--- src/rtl/intc_pkg.sv ---
package intc_pkg;
  typedef enum logic {
    REG_MASK  = 1'b0,
    REG_CLEAR = 1'b1
  } intc_reg_e;
endpackage

--- src/rtl/intc_post_bank.sv ---
module intc_post_bank #(
  parameter int N = 8
) (
  input  logic         clk,
  input  logic         rst,
  input  logic [N-1:0] set_i,
  input  logic [N-1:0] clr_i,
  output logic [N-1:0] q_o,
  output logic [N-1:0] nxt_o
);
  for (genvar k = 0; k < N; k++) begin : g_bit
    // a new event overrides any clear in the same cycle
    assign nxt_o[k] = set_i[k] | (q_o[k] & ~clr_i[k]);
    always_ff @(posedge clk) begin
      if (rst) q_o[k] <= 1'b0;
      else     q_o[k] <= nxt_o[k];
    end
  end
endmodule

--- src/rtl/intc_mask_reg.sv ---
module intc_mask_reg #(
  parameter int N = 8
) (
  input  logic         clk,
  input  logic         rst,
  input  logic         wr_i,
  input  logic [N-1:0] d_i,
  output logic [N-1:0] q_o,
  output logic [N-1:0] nxt_o
);
  assign nxt_o = wr_i ? d_i : q_o;

  always_ff @(posedge clk) begin
    if (rst) q_o <= '0;
    else     q_o <= nxt_o;
  end
endmodule

--- src/rtl/intc_prio_enc.sv ---
module intc_prio_enc #(
  parameter int N  = 8,
  parameter int IW = 3
) (
  input  logic [N-1:0]  req_i,
  output logic          any_o,
  output logic [IW-1:0] idx_o
);
  always_comb begin
    idx_o = '0;
    // scan downward so the lowest set index is the last one assigned
    for (int i = N - 1; i >= 0; i--) begin
      if (req_i[i]) idx_o = IW'(i);
    end
    any_o = |req_i;
  end
endmodule

--- src/rtl/intc_prio_ctrl.sv ---
module intc_prio_ctrl #(
  parameter int N = 8,
  localparam int VW = (N > 1) ? $clog2(N) : 1
) (
  input  logic          clk,
  input  logic          rst,
  input  logic [N-1:0]  evt_i,
  input  logic          wr_en_i,
  input  logic          wr_addr_i,
  input  logic [N-1:0]  wr_data_i,
  input  logic          clr_all_i,
  input  logic          gie_i,
  input  logic          ack_i,
  output logic [N-1:0]  posted_o,
  output logic          irq_o,
  output logic [VW-1:0] irq_vec_o
);
  import intc_pkg::*;

  logic [N-1:0]  mask_q, mask_nxt;
  logic [N-1:0]  posted_nxt, clr_vec, ack_hot, pend;
  logic          pend_any;
  logic [VW-1:0] pend_idx;
  logic          irq_q;
  logic [VW-1:0] vec_q;
  logic          wr_mask, wr_clr, ack_take;

  assign wr_mask  = wr_en_i && (intc_reg_e'(wr_addr_i) == REG_MASK);
  assign wr_clr   = wr_en_i && (intc_reg_e'(wr_addr_i) == REG_CLEAR);
  assign ack_take = ack_i && irq_q;
  assign ack_hot  = ack_take ? (N'(1) << vec_q) : '0;
  assign clr_vec  = (wr_clr ? wr_data_i : '0) | {N{clr_all_i}} | ack_hot;

  intc_mask_reg #(.N(N)) u_mask (
    .clk(clk), .rst(rst), .wr_i(wr_mask), .d_i(wr_data_i),
    .q_o(mask_q), .nxt_o(mask_nxt)
  );

  intc_post_bank #(.N(N)) u_post (
    .clk(clk), .rst(rst), .set_i(evt_i), .clr_i(clr_vec),
    .q_o(posted_o), .nxt_o(posted_nxt)
  );

  // pending is taken from next state so the request moves on the same edge
  assign pend = posted_nxt & mask_nxt;

  intc_prio_enc #(.N(N), .IW(VW)) u_enc (
    .req_i(pend), .any_o(pend_any), .idx_o(pend_idx)
  );

  always_ff @(posedge clk) begin
    if (rst) begin
      irq_q <= 1'b0;
      vec_q <= '0;
    end else begin
      irq_q <= gie_i && pend_any;
      vec_q <= pend_idx;
    end
  end

  assign irq_o     = irq_q;
  assign irq_vec_o = vec_q;
endmodule

--- config.mk ---
export PLATFORM = sky130hd
export DESIGN_NAME = intc_prio_ctrl
export DESIGN_NICKNAME = d
export VERILOG_FILES = /design/src/rtl/intc_pkg.sv /design/src/rtl/intc_post_bank.sv /design/src/rtl/intc_mask_reg.sv /design/src/rtl/intc_prio_enc.sv /design/src/rtl/intc_prio_ctrl.sv
export SDC_FILE = /design/constraint.sdc
export NUM_CORES = 1
export LEC_CHECK = 0
export ABC_CLOCK_PERIOD_IN_PS = 3100
export BUFFER_PORTS_ARGS = -buffer_cell sky130_fd_sc_hd__buf_4
export CAP_MARGIN = 20
export CORE_ASPECT_RATIO = 0.7
export CORE_MARGIN = 2
export CORE_UTILIZATION = 51
export CTS_CLUSTER_SIZE = 30
export DETAILED_ROUTE_END_ITERATION = 7
export GPL_TIMING_DRIVEN = 0
export MAX_ROUTING_LAYER = met4
export PLACE_DENSITY = 0.82
export RECOVER_POWER = 50
export SYNTH_ARGS = -nofsm -noshare
export SYNTH_HDL_FRONTEND = slang
export SYNTH_SLANG_ARGS = --single-unit
--- constraint.sdc ---
create_clock -name clk -period 3.1 [get_ports clk]
set_clock_uncertainty 0.1 [all_clocks]
set_input_delay 0.31 -clock clk [delete_from_list [all_inputs] [get_ports clk]]
set_output_delay 0.31 -clock clk [all_outputs]
set_load 0.01 [all_outputs]
==> impl_metrics.json <==
{
  "outcome": "completed",
  "synth-edff-count": 0,
  "synth.cells.most_frequent": "20 x sky130_fd_sc_hd__dfxtp_1, 19 x sky130_fd_sc_hd__nor2_1, 8 x sky130_fd_sc_hd__mux2i_1",
  "place_ws_ns": 1.254,
  "vias_in_the_first_global_route": 794,
  "via_count": 886,
  "final.setup.worst_slack_ns": 1.209,
  "timing.hold.worst.class": "in2reg",
  "syn_to_final_growth_pct": 27.30,
  "gr-total-overflow": 0,
  "antenna_cells": 0,
  "die_area_sq_um": 2296,
  "post-synth-top-count-cell": "sky130_fd_sc_hd__dfxtp_1",
  "post-dp-hpwl_um": 1863,
  "cts_buffer_depth": 2,
  "final.period_utilization_pct": 60.99,
  "critPathCaptureType": "flip-flop",
  "first_pass_grt_wire_length_um": 3560,
  "cts_sinks": 20,
  "placement.io_buffers": 33,
  "cts-buffers-inserted": 3,
  "h-tree-depth": 1,
  "yosys_warning_count": 0,
  "grt_setup_unrepaired": "false",
  "clock_insertion_delay_worst_skew_ns": 0.30,
  "post_route_cells_drive_above_1_share_pct": 30.50,
  "antenna_violating_nets_post_route": 0,
  "die_wd_um": 56.42,
  "power-per-cell-area_nw_per_um2": 422.5,
  "post-layout-total-power_uw": 527.6,
  "drt_iter0_drc": 31,
  "grtUsageTotal_pct": 22.76,
  "hold_violations": 0,
  "cts_resized": 0,
  "drt_pre_antenna_iters": 4,
  "crit_type": "in2reg",
  "slew_headroom_pct": 57.97,
  "synth_largest_type_area_fraction_pct": 40.82,
  "yosys_register_bits": 20,
  "grt_start_max_net_pins": 11,
  "die_height_um": 40.70,
  "setup_viol": 0,
  "ys_types": 37,
  "detail_route.drc_violations": 0,
  "std_cell_rows": 13,
  "period_minus_ws_final_ns": 1.891,
  "syn_std_cell_area_sq_um": 980.9,
  "cts.clk_slew.worst_paths_ns": 0.11,
  "initial_core_util_pct": 53.37,
  "critical_path_arrival_ns": 1.98,
  "p_leak_nw": 0.5813,
  "path_buf_inv": 2,
  "synth_top_cells_by_area": "sky130_fd_sc_hd__dfxtp_1 41%, sky130_fd_sc_hd__mux2i_1 8.2%, sky130_fd_sc_hd__nor2_1 7.3%, sky130_fd_sc_hd__nand2b_1 4.5%, sky130_fd_sc_hd__a221oi_2 3.1%",
  "synth.net_count": 128,
  "drt-wirelength-per-cell_um": 14.51,
  "max-cap-violations": 0,
  "floorplan.core_area_sq_um": 1838,
  "setup_tns_ns": 0,
  "worst-slew-pin-transition_ns": 0.6305,
  "fmaxAchievable_ghz": 0.5289,
  "ys_dominant_reg_cell": "sky130_fd_sc_hd__dfxtp_1",
  "timing.critical_path.from_type": "input port",
  "finalMaxSlewViolations": 0,
  "cpPeakStageDelay_ns": 0.49,
  "synth_top_cell_by_area": "sky130_fd_sc_hd__dfxtp_1",
  "total_wire_length_um": 2365,
  "asyncSetResetFlopFracSynth_pct": 0,
  "post_route_core_utilization_pct": 67.94,
  "initial_antenna_violation_count": 0,
  "nNetsFinal": 166,
  "critical-path-slowest-cell": "sky130_fd_sc_hd__clkbuf_1",
  "required_ns": 3.19,
  "fin_hold_ws_ns": 0.1142,
  "synth_seq_area_share_pct": 40.82,
  "path_cells": "clkbuf_1, nand2b_1, clkbuf_1, mux2i_1, a21oi_2, nor4_2, a311oi_2",
  "avgSynthCellArea_sq_um": 9.342,
  "tritoncts_clock_tree": "built",
  "cts.repair_timing.setup_buffer_count": 0,
  "timing.critical_path.fanout_max": 8,
  "ctsHoldBuffers": 0,
  "cts_root_buffer": "sky130_fd_sc_hd__clkbuf_4",
  "cpLargestDelayFamily": "buffers and inverters",
  "vdd_drop_max_mv": 0.3439,
  "syn_inst": 105,
  "floorplan.io_pins": 35,
  "vias_per_cell": 5.436,
  "weighted_congestion_at_the_end_of_routability_driven_global_placement": 0.8517,
  "crit_path_frequent_cell": "sky130_fd_sc_hd__clkbuf_1"
}
-- area by class of cell --
cell class | count | area (sq um)
fillers | 148 | 589.3
multi-input cells | 77 | 539.3
flip-flops and latches | 20 | 400.4
repair buffers | 33 | 221.5
well taps | 22 | 27.53
clock buffers | 3 | 22.52
plain buffers | 4 | 22.52
inverters | 4 | 15.01
-- per-stage QoR --
stage               instances  area [sq um]
finish                    163          1249
global route              163          1249
CTS                       163          1279
detailed placement        160          1256
global placement          160          1256
floorplan                 105         980.9
-- flip-flops by register name, indices dropped and copies added, names as in the netlist --
| signal | cells |
|---|---|
| irq_o | 1 |
| u_mask.q_o | 8 |
| u_post.q_o | 8 |
| irq_vec_o | 3 |
-- routing by layer --
layer	vias to the layer above	track usage, %	wire (um)
met3	6	7.571	136
li1	446	-	-
met4	0	7.143	27
met2	25	39.83	1098
met5	-	-	0
met1	409	25.76	1102
-- worst register-to-register path: cells and delay by family, from the launching register on --
family,cells,cell delay [ns]
compound gates,3,0.49
flops,1,0.41
simple gates,2,0.76
-- layout by cell type, fill, tap and decap left out, drive strengths merged, types with 2 or more instances in the layout --
master  count
and3b       3
a21oi       7
inv         4
clkbuf     12
nor2       19
a221oi      2
a41oi       2
nand2b      7
nand2       4
nor3b       2
buf        28
nor2b       3
dfxtp      20
a221o       2
o21ai       2
and2        2
mux2i       8
nor3        2
-- report_power, final --
group | switching, mW | leakage [nW] | internal (mW)
clock | 0.0801 | 0.0138 | 0.0455
combinational | 0.0592 | 0.402 | 0.0595
sequential | 0.00981 | 0.165 | 0.274
-- cell families (layout without fill, tap and decap cells) --
logic type             count (synthesis)  in the layout  share of synthesized area, %
and+or+nand+nor                       47             47                         27.81
AOI/OAI and AO/OA                     22             22                         19.01
DFF                                   20             20                         40.82
muxes                                  8              8                         8.164
buffers and inverters                  8             44                         4.208
-- final timing paths --
check / start / endpoint / slack, ns / cells past startpoint
max: wr_addr_i / irq_o$_SDFF_PP0_ / 1.21 / 7
min: evt_i[2] / u_post.q_o[2]$_SDFF_PP0_ / 0.11 / 3
max reg2reg: irq_o$_SDFF_PP0_ / irq_o$_SDFF_PP0_ / 1.23 / 5
min reg2reg: u_mask.q_o[0]$_SDFF_PP0_ / u_mask.q_o[0]$_SDFF_PP0_ / 0.40 / 2
No activity file was read; power rests on OpenSTA's default activity.
